`config.mk`:
```
export PLATFORM = sky130hd
export DESIGN_NAME = lpm_clk_gate
export DESIGN_NICKNAME = d
export VERILOG_FILES = /design/src/rtl/lpm_pkg.sv /design/src/rtl/lpm_state_reg.sv /design/src/rtl/lpm_enable_logic.sv /design/src/rtl/lpm_wake_sync.sv /design/src/rtl/lpm_clk_gate.sv
export SDC_FILE = /design/constraint.sdc
export NUM_CORES = 1
export LEC_CHECK = 0
export ABC_AREA = 1
export BUFFER_PORTS_ARGS = -buffer_cell sky130_fd_sc_hd__buf_2
export CAP_MARGIN = 40
export CORE_AREA = 3 3 40 42
export CTS_BUF_LIST = sky130_fd_sc_hd__clkbuf_4 sky130_fd_sc_hd__clkbuf_8 sky130_fd_sc_hd__clkbuf_16
export DETAILED_ROUTE_END_ITERATION = 10
export DIE_AREA = 0 0 43 45
export GPL_TIMING_DRIVEN = 0
export SYNTH_ARGS = -nofsm -noshare
export SYNTH_HDL_FRONTEND = slang
export SYNTH_SLANG_ARGS = --single-unit
```
`constraint.sdc`:
```
create_clock -name clk -period 1.06 [get_ports clk]
set_input_delay 0.212 -clock clk [delete_from_list [all_inputs] [get_ports clk]]
set_output_delay 0.212 -clock clk [all_outputs]
set_load 0.01 [all_outputs]
```
`src/rtl/lpm_pkg.sv`:
```
// Shared types for the low-power clock enable controller.
package lpm_pkg;

    // Captured control state; every field is a flop.
    typedef struct packed {
        logic cpu_off;
        logic fast_off;
        logic sub_off;
        logic xtal_off;
        logic isr;
        logic dbg;
    } lpm_state_t;

    // Enables and halt flag produced from the captured state.
    typedef struct packed {
        logic fast_osc;
        logic core;
        logic sub;
        logic aux;
        logic xtal;
        logic halt;
    } lpm_en_t;

endpackage

```
`src/rtl/lpm_state_reg.sv`:
```
// Capture register for the control inputs.
// Assumes: inputs are synchronous to clk; rst_n is a synchronous active-low clear.
module lpm_state_reg
    import lpm_pkg::*;
(
    input  logic       clk,
    input  logic       rst_n,
    input  lpm_state_t nxt,
    output lpm_state_t cur
);

    // Capture the control inputs on each edge; clear to the active level on reset.
    always_ff @(posedge clk) begin
        if (!rst_n) cur <= '0;
        else        cur <= nxt;
    end

endmodule

```
`src/rtl/lpm_enable_logic.sv`:
```
// Combinational decode of the captured state into clock enables.
// Assumes: st comes straight from flops, so the enables cannot glitch.
// The build options pick between gated and always-on variants.
module lpm_enable_logic
    import lpm_pkg::*;
#(
    parameter bit SUB_GATE_EN = 1'b1,
    parameter bit AUX_DIV_EN  = 1'b1,
    parameter bit XTAL_OFF_EN = 1'b1
) (
    input  lpm_state_t st,
    output lpm_en_t    en
);

    localparam bit AUX_GATE = AUX_DIV_EN && XTAL_OFF_EN;

    logic keep_fast;
    logic sub_on;
    logic aux_on;
    logic xtal_on;

    // Core-side enables: interrupt service or debug keeps the core fed.
    always_comb begin
        keep_fast   = st.isr | st.dbg;
        en.halt     = st.cpu_off & ~st.isr;
        en.core     = keep_fast | ~st.cpu_off;
        en.fast_osc = keep_fast | ~st.fast_off;
        en.sub      = sub_on;
        en.aux      = aux_on;
        en.xtal     = xtal_on;
    end

    generate
        if (SUB_GATE_EN) begin : g_sub_gated
            // Subsystem clock stops on its bit unless an interrupt is in service.
            always_comb sub_on = st.isr | ~st.sub_off;
        end else begin : g_sub_free
            // Gating option absent: subsystem clock always runs.
            always_comb sub_on = 1'b1;
        end

        if (XTAL_OFF_EN) begin : g_xtal_gated
            // Crystal stops on its bit unless an interrupt is in service.
            always_comb xtal_on = st.isr | ~st.xtal_off;
        end else begin : g_xtal_free
            // Crystal stop option absent.
            always_comb xtal_on = 1'b1;
        end

        if (AUX_GATE) begin : g_aux_gated
            // Auxiliary clock follows the crystal when it is divided from it.
            always_comb aux_on = st.isr | ~st.xtal_off;
        end else begin : g_aux_free
            // Auxiliary clock never stops in this build.
            always_comb aux_on = 1'b1;
        end
    endgenerate

endmodule

```
`src/rtl/lpm_wake_sync.sv`:
```
// Multi-stage synchronizer that turns asynchronous wake pins into interrupt requests.
// Assumes: pins are held until the interrupt is taken. With SYNC_ON_CORE=1 the
// stages advance only on edges where the core clock is enabled.
module lpm_wake_sync #(
    parameter int N_WAKE       = 2,
    parameter int SYNC_DEPTH   = 2,
    parameter bit SYNC_ON_CORE = 1'b1
) (
    input  logic              clk,
    input  logic              rst_n,
    input  logic              core_en,
    input  logic [N_WAKE-1:0] pin,
    output logic [N_WAKE-1:0] irq
);

    localparam int LAST = SYNC_DEPTH - 1;

    logic [SYNC_DEPTH-1:0][N_WAKE-1:0] stage_q;
    logic                              adv;

    generate
        if (SYNC_ON_CORE) begin : g_core_clocked
            // Stages move only on core-clock cycles.
            always_comb adv = core_en;

            // a stopped core clock freezes the request lines.
            a_r11_hold_when_stopped: assert property (@(posedge clk) disable iff (!rst_n)
                (!core_en && rst_n) |=> (irq == $past(irq)));
        end else begin : g_free_running
            // Stages move on every reference edge.
            always_comb adv = 1'b1;
        end
    endgenerate

    // Shift the pins through the stages on enabled edges; clear on reset.
    always_ff @(posedge clk) begin
        if (!rst_n) begin
            stage_q <= '0;
        end else if (adv) begin
            stage_q[0] <= pin;
            for (int s = 1; s < SYNC_DEPTH; s++) stage_q[s] <= stage_q[s-1];
        end
    end

    // The last stage is the request output.
    always_comb irq = stage_q[LAST];

endmodule

```
`src/rtl/lpm_clk_gate.sv`:
```
// Low-power clock enable controller (top).
// Captures status bits, interrupt-in-service and debug enable, then decodes them
// into clock enables; wake pins are synchronized into interrupt requests.
// Assumes: single reference clock; synchronous active-low reset.
module lpm_clk_gate
    import lpm_pkg::*;
#(
    parameter int N_WAKE       = 2,
    parameter int SYNC_DEPTH   = 2,
    parameter bit SUB_GATE_EN  = 1'b1,
    parameter bit AUX_DIV_EN   = 1'b1,
    parameter bit XTAL_OFF_EN  = 1'b1,
    parameter bit SYNC_ON_CORE = 1'b1
) (
    input  logic              clk,
    input  logic              rst_n,
    input  logic              cpu_off_bit,
    input  logic              fast_osc_off_bit,
    input  logic              sub_clk_off_bit,
    input  logic              xtal_off_bit,
    input  logic              isr_active,
    input  logic              dbg_en,
    input  logic [N_WAKE-1:0] wake_pin,
    output logic              fast_osc_en,
    output logic              core_clk_en,
    output logic              sub_clk_en,
    output logic              aux_clk_en,
    output logic              xtal_en,
    output logic              cpu_halt,
    output logic [N_WAKE-1:0] wake_irq
);

    lpm_state_t st_nxt;
    lpm_state_t st_cur;
    lpm_en_t    en;

    // Bundle the control inputs for capture.
    always_comb begin
        st_nxt.cpu_off  = cpu_off_bit;
        st_nxt.fast_off = fast_osc_off_bit;
        st_nxt.sub_off  = sub_clk_off_bit;
        st_nxt.xtal_off = xtal_off_bit;
        st_nxt.isr      = isr_active;
        st_nxt.dbg      = dbg_en;
    end

    lpm_state_reg u_state (
        .clk   (clk),
        .rst_n (rst_n),
        .nxt   (st_nxt),
        .cur   (st_cur)
    );

    lpm_enable_logic #(
        .SUB_GATE_EN (SUB_GATE_EN),
        .AUX_DIV_EN  (AUX_DIV_EN),
        .XTAL_OFF_EN (XTAL_OFF_EN)
    ) u_enables (
        .st (st_cur),
        .en (en)
    );

    lpm_wake_sync #(
        .N_WAKE       (N_WAKE),
        .SYNC_DEPTH   (SYNC_DEPTH),
        .SYNC_ON_CORE (SYNC_ON_CORE)
    ) u_wake (
        .clk     (clk),
        .rst_n   (rst_n),
        .core_en (en.core),
        .pin     (wake_pin),
        .irq     (wake_irq)
    );

    // Drive the enable ports from the decoded bundle.
    always_comb begin
        fast_osc_en = en.fast_osc;
        core_clk_en = en.core;
        sub_clk_en  = en.sub;
        aux_clk_en  = en.aux;
        xtal_en     = en.xtal;
        cpu_halt    = en.halt;
    end

    // leaving reset, the block is fully active with no pending request.
    a_r1_reset_state: assert property (@(posedge clk) disable iff (!rst_n)
        $rose(rst_n) |-> (core_clk_en && fast_osc_en && sub_clk_en && aux_clk_en
                          && xtal_en && !cpu_halt && wake_irq == '0));

    // a captured CPU stop bit halts the CPU unless an interrupt is in service.
    a_r3_halt_follows_bit: assert property (@(posedge clk) disable iff (!rst_n)
        (cpu_off_bit && !isr_active) |=> cpu_halt);

    // debug keeps the core clock and fast oscillator alive.
    a_r7_debug_keeps_core: assert property (@(posedge clk) disable iff (!rst_n)
        dbg_en |=> (core_clk_en && fast_osc_en));

    // interrupt service restores every clock and releases the CPU.
    a_r8_isr_restores_all: assert property (@(posedge clk) disable iff (!rst_n)
        isr_active |=> (fast_osc_en && core_clk_en && sub_clk_en && aux_clk_en
                        && xtal_en && !cpu_halt));

    // with the stop bit clear, the core runs from the next edge.
    a_r2_active_core: assert property (@(posedge clk) disable iff (!rst_n)
        !cpu_off_bit |=> (core_clk_en && !cpu_halt));

endmodule

```
# After elaboration in Yosys (flattened, before gate mapping)
# Cells that the tools add are included.
# totals
register_bits	10
input_bits	10
out_inout_bits	8
word_cells	19
# classes
n_bitwise	11
# ops
cell	count
NOT 1 bit	5
OR 1 bit	5
bitwise AND 1 bit	1

# Depth between registers and ports, before layout
# logic_depth
word_depth	2
mapped_depth	4
mapped_depth_nobuf	4

# By module
# From an unflattened synthesis, not the netlist that was laid out.
# hier_totals
cells_unflattened	56
hier_area_um2	401.6
# by_module_without_submodules
module	instances	cells_per_inst	area_per_inst_um2	seq_area_each_um2
lpm_wake_sync	1	27	181.4	80.1
lpm_state_reg	1	18	165.2	120.1
lpm_enable_logic	1	11	55.1	0.0

# Least setup slack after synthesis
# Ideal clock, no wire load.
# synth_timing
kind	register to output
from	register u_state.cur[1] in the netlist's numbering
to	output port xtal_en
t_arrival_ps	676
required_ps	848
path_slack_ps	172
path_stages_with_launch	4
path_buffers	1
cell_sequence	dfxtp_1 -> inv_1 -> nand2_1 -> buf_4
# synth_between
elab_chain_cells	1
# synth_lines
element	line	source
from (decl)	lpm_state_reg.sv:9	output lpm_state_t cur
from (signal assigned)	lpm_state_reg.sv:15	else cur <= nxt;
OR 1 bit	-	
to (decl)	lpm_clk_gate.sv:28	output logic xtal_en,
# No other way between the ends.

# Worst setup path after layout
# layout_timing
from	register u_state.cur[1] in the netlist's numbering
to	output port xtal_en
# layout_between
elab_chain_cells	1
# layout_lines
element	line	source
OR 1 bit	lpm_enable_logic.sv:44	always_comb xtal_on = st.isr | ~st.xtal_off;
# No other way between the ends.

==> results by group <==
Floorplanning
  • Chip height: 45 µm
  • Chip width: 43 µm
  • Floorplan die area: 0.00194 mm²
  • Core ar.: 0.00128 mm²
  • # rows: 13
  • Initial core utilization: 0.312
  • Top-Level Pins: 18

Placed design
  • Total placed instance area: 499 µm²
  • Post-detail-place hpwl: 512 µm
  • Placer congestion estimate: 0.588
  • Post-placement worst setup slack: 0.0707 ns
  • Input/output buffers: 16

GRT
  • Largest net degree at the start of global routing: 11
  • Number of antenna violations at the first check in global routing: 0
  • Vias in the first global route: 290
  • First-pass GRT wire length: 1.15 mm
  • Overall routing resource usage: 0.0869
  • Remaining global-route overflow: 0

Logic synthesis
  • Portion of synthesized cell area occupied by the leading cell type: 0.500
  • Dominant cell type by area after synthesis: dfxtp_1
  • Instance count of the mapped netlist: 55
  • Number of library cell types mapped by synthesis: 9
  • Total of warnings raised by yosys: 0
  • #FFs+latches synth: 10
  • Mapped Nets: 65
  • Average cell area after synthesis: 7.28 µm²
  • Post-synth design cell area: 400 µm²
  • Top area cells in the synthesized netlist: dfxtp_1 50%, nand2_1 13%, inv_1 11%
  • Proportion of synthesized chip area in sequential cells: 0.500

Run
  • Max-cap violations: 0

Final layout
  • Final non-filler cell area: 558 µm²
  • Antenna diode count: 0
  • Fill cell count: 136
  • Final Net Count: 90
  • Area growth from synthesis to layout: 39.4%
  • Fraction of layout cells with a size suffix above 1: 0.423

Clock tree
  • Clock sink count: 10
  • CTS tree: yes
  • Total of hold buffers inserted after clock tree synthesis: 0
  • H-tree lvl count: 1
  • Number of buffers on the longest clock path: 2
  • Clock transition at path regs: 0.06 ns
  • CTS root buf: clkbuf_4
  • Clock latency reported for the late side of the worst-skew pair: 0.26 ns
  • Number of buffers created by CTS: 3

Detailed routing
  • Number of design-rule violations left by the first detailed-router iteration: 1
  • Vias per Instance: 3.94
  • Detailed-route wire length: 720 µm
  • Antenna-violating nets left: 0
  • Remaining DRCs: 0
  • Overall via count from detail_route: 366
  • Routed WL per cell: 7.74 µm
  • Length of the first detailed-routing pass in iterations: 4

Min path
  • Endpoint of the worst hold-timing path: u_state.cur[4]$_SDFF_PN0_
  • Hold Startpoint: fast_osc_off_bit
  • Cell count of the worst hold path: 3
  • Class of the tightest hold or removal check: input pin to flop

Outcome
  • Result of the run: complete, but fails checks
  • Violated checks: setup timing

Setup path
  • Crit path kind: flop to output pin
  • Worst Reg2Reg Path Length in Cells: 6
  • CP arrival: 0.97 ns
  • Type of origin of the critical path: flop
  • Reg-to-Reg End: u_wake.irq[0]$_SDFFE_PN0P_
  • Highest net fanout along the worst path: 3
  • Worst endpoint required time: 0.85 ns
  • Worst-case register-to-register setup slack: 0.06 ns
  • Startpoint of the most critical register-to-register path: u_state.cur[1]$_SDFF_PN0_
  • CP Capture Type: output pin

Power and ir drop
  • Leakage power figure: 0.319 nW
  • Max VDD drop: 0.000478 V
  • Ratio of total power to cell area: 1400 mW/mm²
  • Total power after layout: 0.000783 W

STA
  • RSZ-0062 raised after global routing: yes
  • Finish-stage setup viols: 4
  • Setup WS post-layout: -0.125 ns
  • Highest Clock Rate: 844 MHz
  • Fraction of the cycle the final worst path needs: 1.12
  • Worst-case headroom to the max-slew limit: 0.890
  • Actual slew at the worst max-slew pin: 0.165 ns
  • Number of pins with negative max-slew slack in the final report: 0
  • Setup Skew: 0.00280 ns
  • Final hold violation count: 0
  • Shortest period the worst path allows: 1.18 ns
-- layout by cell type, fill, tap and decap left out --
master and count:
nand2_1 14, dfxtp_1 7, a21oi_1 4, dfxtp_2 3
nor2_4 1, nor2_1 5, buf_2 17, clkbuf_4 3
buf_4 8, nand3_1 4, inv_2 1, inv_1 11
-- how the worst max path moves through the flow --
stage	from	end	cells after the start	slack, ns
after floorplan	u_state.cur[1]$_SDFF_PN0_	xtal_en	3	0.17
after global routing	u_state.cur[1]$_SDFF_PN0_	core_clk_en	3	-0.17
after global placement	u_state.cur[1]$_SDFF_PN0_	fast_osc_en	3	0.08
after CTS	u_state.cur[1]$_SDFF_PN0_	xtal_en	4	-0.14
final	u_state.cur[1]$_SDFF_PN0_	xtal_en	4	-0.12
after detailed placement	u_state.cur[1]$_SDFF_PN0_	fast_osc_en	3	0.07
-- power breakdown --
group,switching (W),leakage [nW],internal (W)
clock,0.000116,0.0138,0.000130
combinational,0.0000578,0.222,0.0000664
sequential,0.0000123,0.0840,0.000400
-- kinds of logic after synthesis --
logic type,count (synthesis),share of synthesized area
AOI/OAI and AO/OA,4,0.0500
buffers and inverters,17,0.194
DFF,10,0.500
and+or+nand+nor,24,0.256
-- synthesized netlist by cell type --
cell type	n
nor2_4	1
dfxtp_1	10
a21oi_1	4
nor2_1	5
nand2_1	14
buf_2	2
inv_1	12
buf_4	3
nand3_1	4
-- metrics by stage --
step	TNS, ns	hold slack, ns	util	cells
after detailed placement	0	0.399	0.389	86
after global placement	0	0.393	0.389	86
after floorplan	0	0.310	-	55
final	-0.392	0.133	0.434	93
after CTS	-0.526	0.123	0.431	92
after global routing	-0.662	0.135	0.434	93
-- metal layers --
layer,vias up,share of wire,track usage
li1,204,-,-
met1,150,0.43,0.0900
met2,10,0.50,0.129
met3,2,0.051,0.0359
met4,0,0.022,0.0904
met5,-,0,0
-- critical path, cell delays in order (launching register included) --
cell and delay, ns:
dfxtp_2 0.34, inv_1 0.07, nand2_1 0.06, buf_4 0.12
buf_2 0.13
-- repair_timing --
action	4_1_cts	5_1_grt
pin swaps	2	1
setup buffers	3	2
gates resized for setup	6	0
setup endpoints to repair	6	6
-- state kept, by name, summed over array words and instances (netlist names) --
name / cells
u_state.cur: 6
u_wake.irq: 2
u_wake.stage_q: 2
-- final cells by class --
class                           count  area [µm²]  share of cell area
Tap cell                           15        18.8              0.0336
Buffer                              4        27.5              0.0493
Timing Repair Buffer               21         118               0.211
Inverter                           12        45.0              0.0807
Clock buffer                        3        22.5              0.0404
Sequential cell                    10         204               0.365
Multi-Input combinational cell     28         123               0.220
No activity file was read; power rests on OpenSTA's default activity.
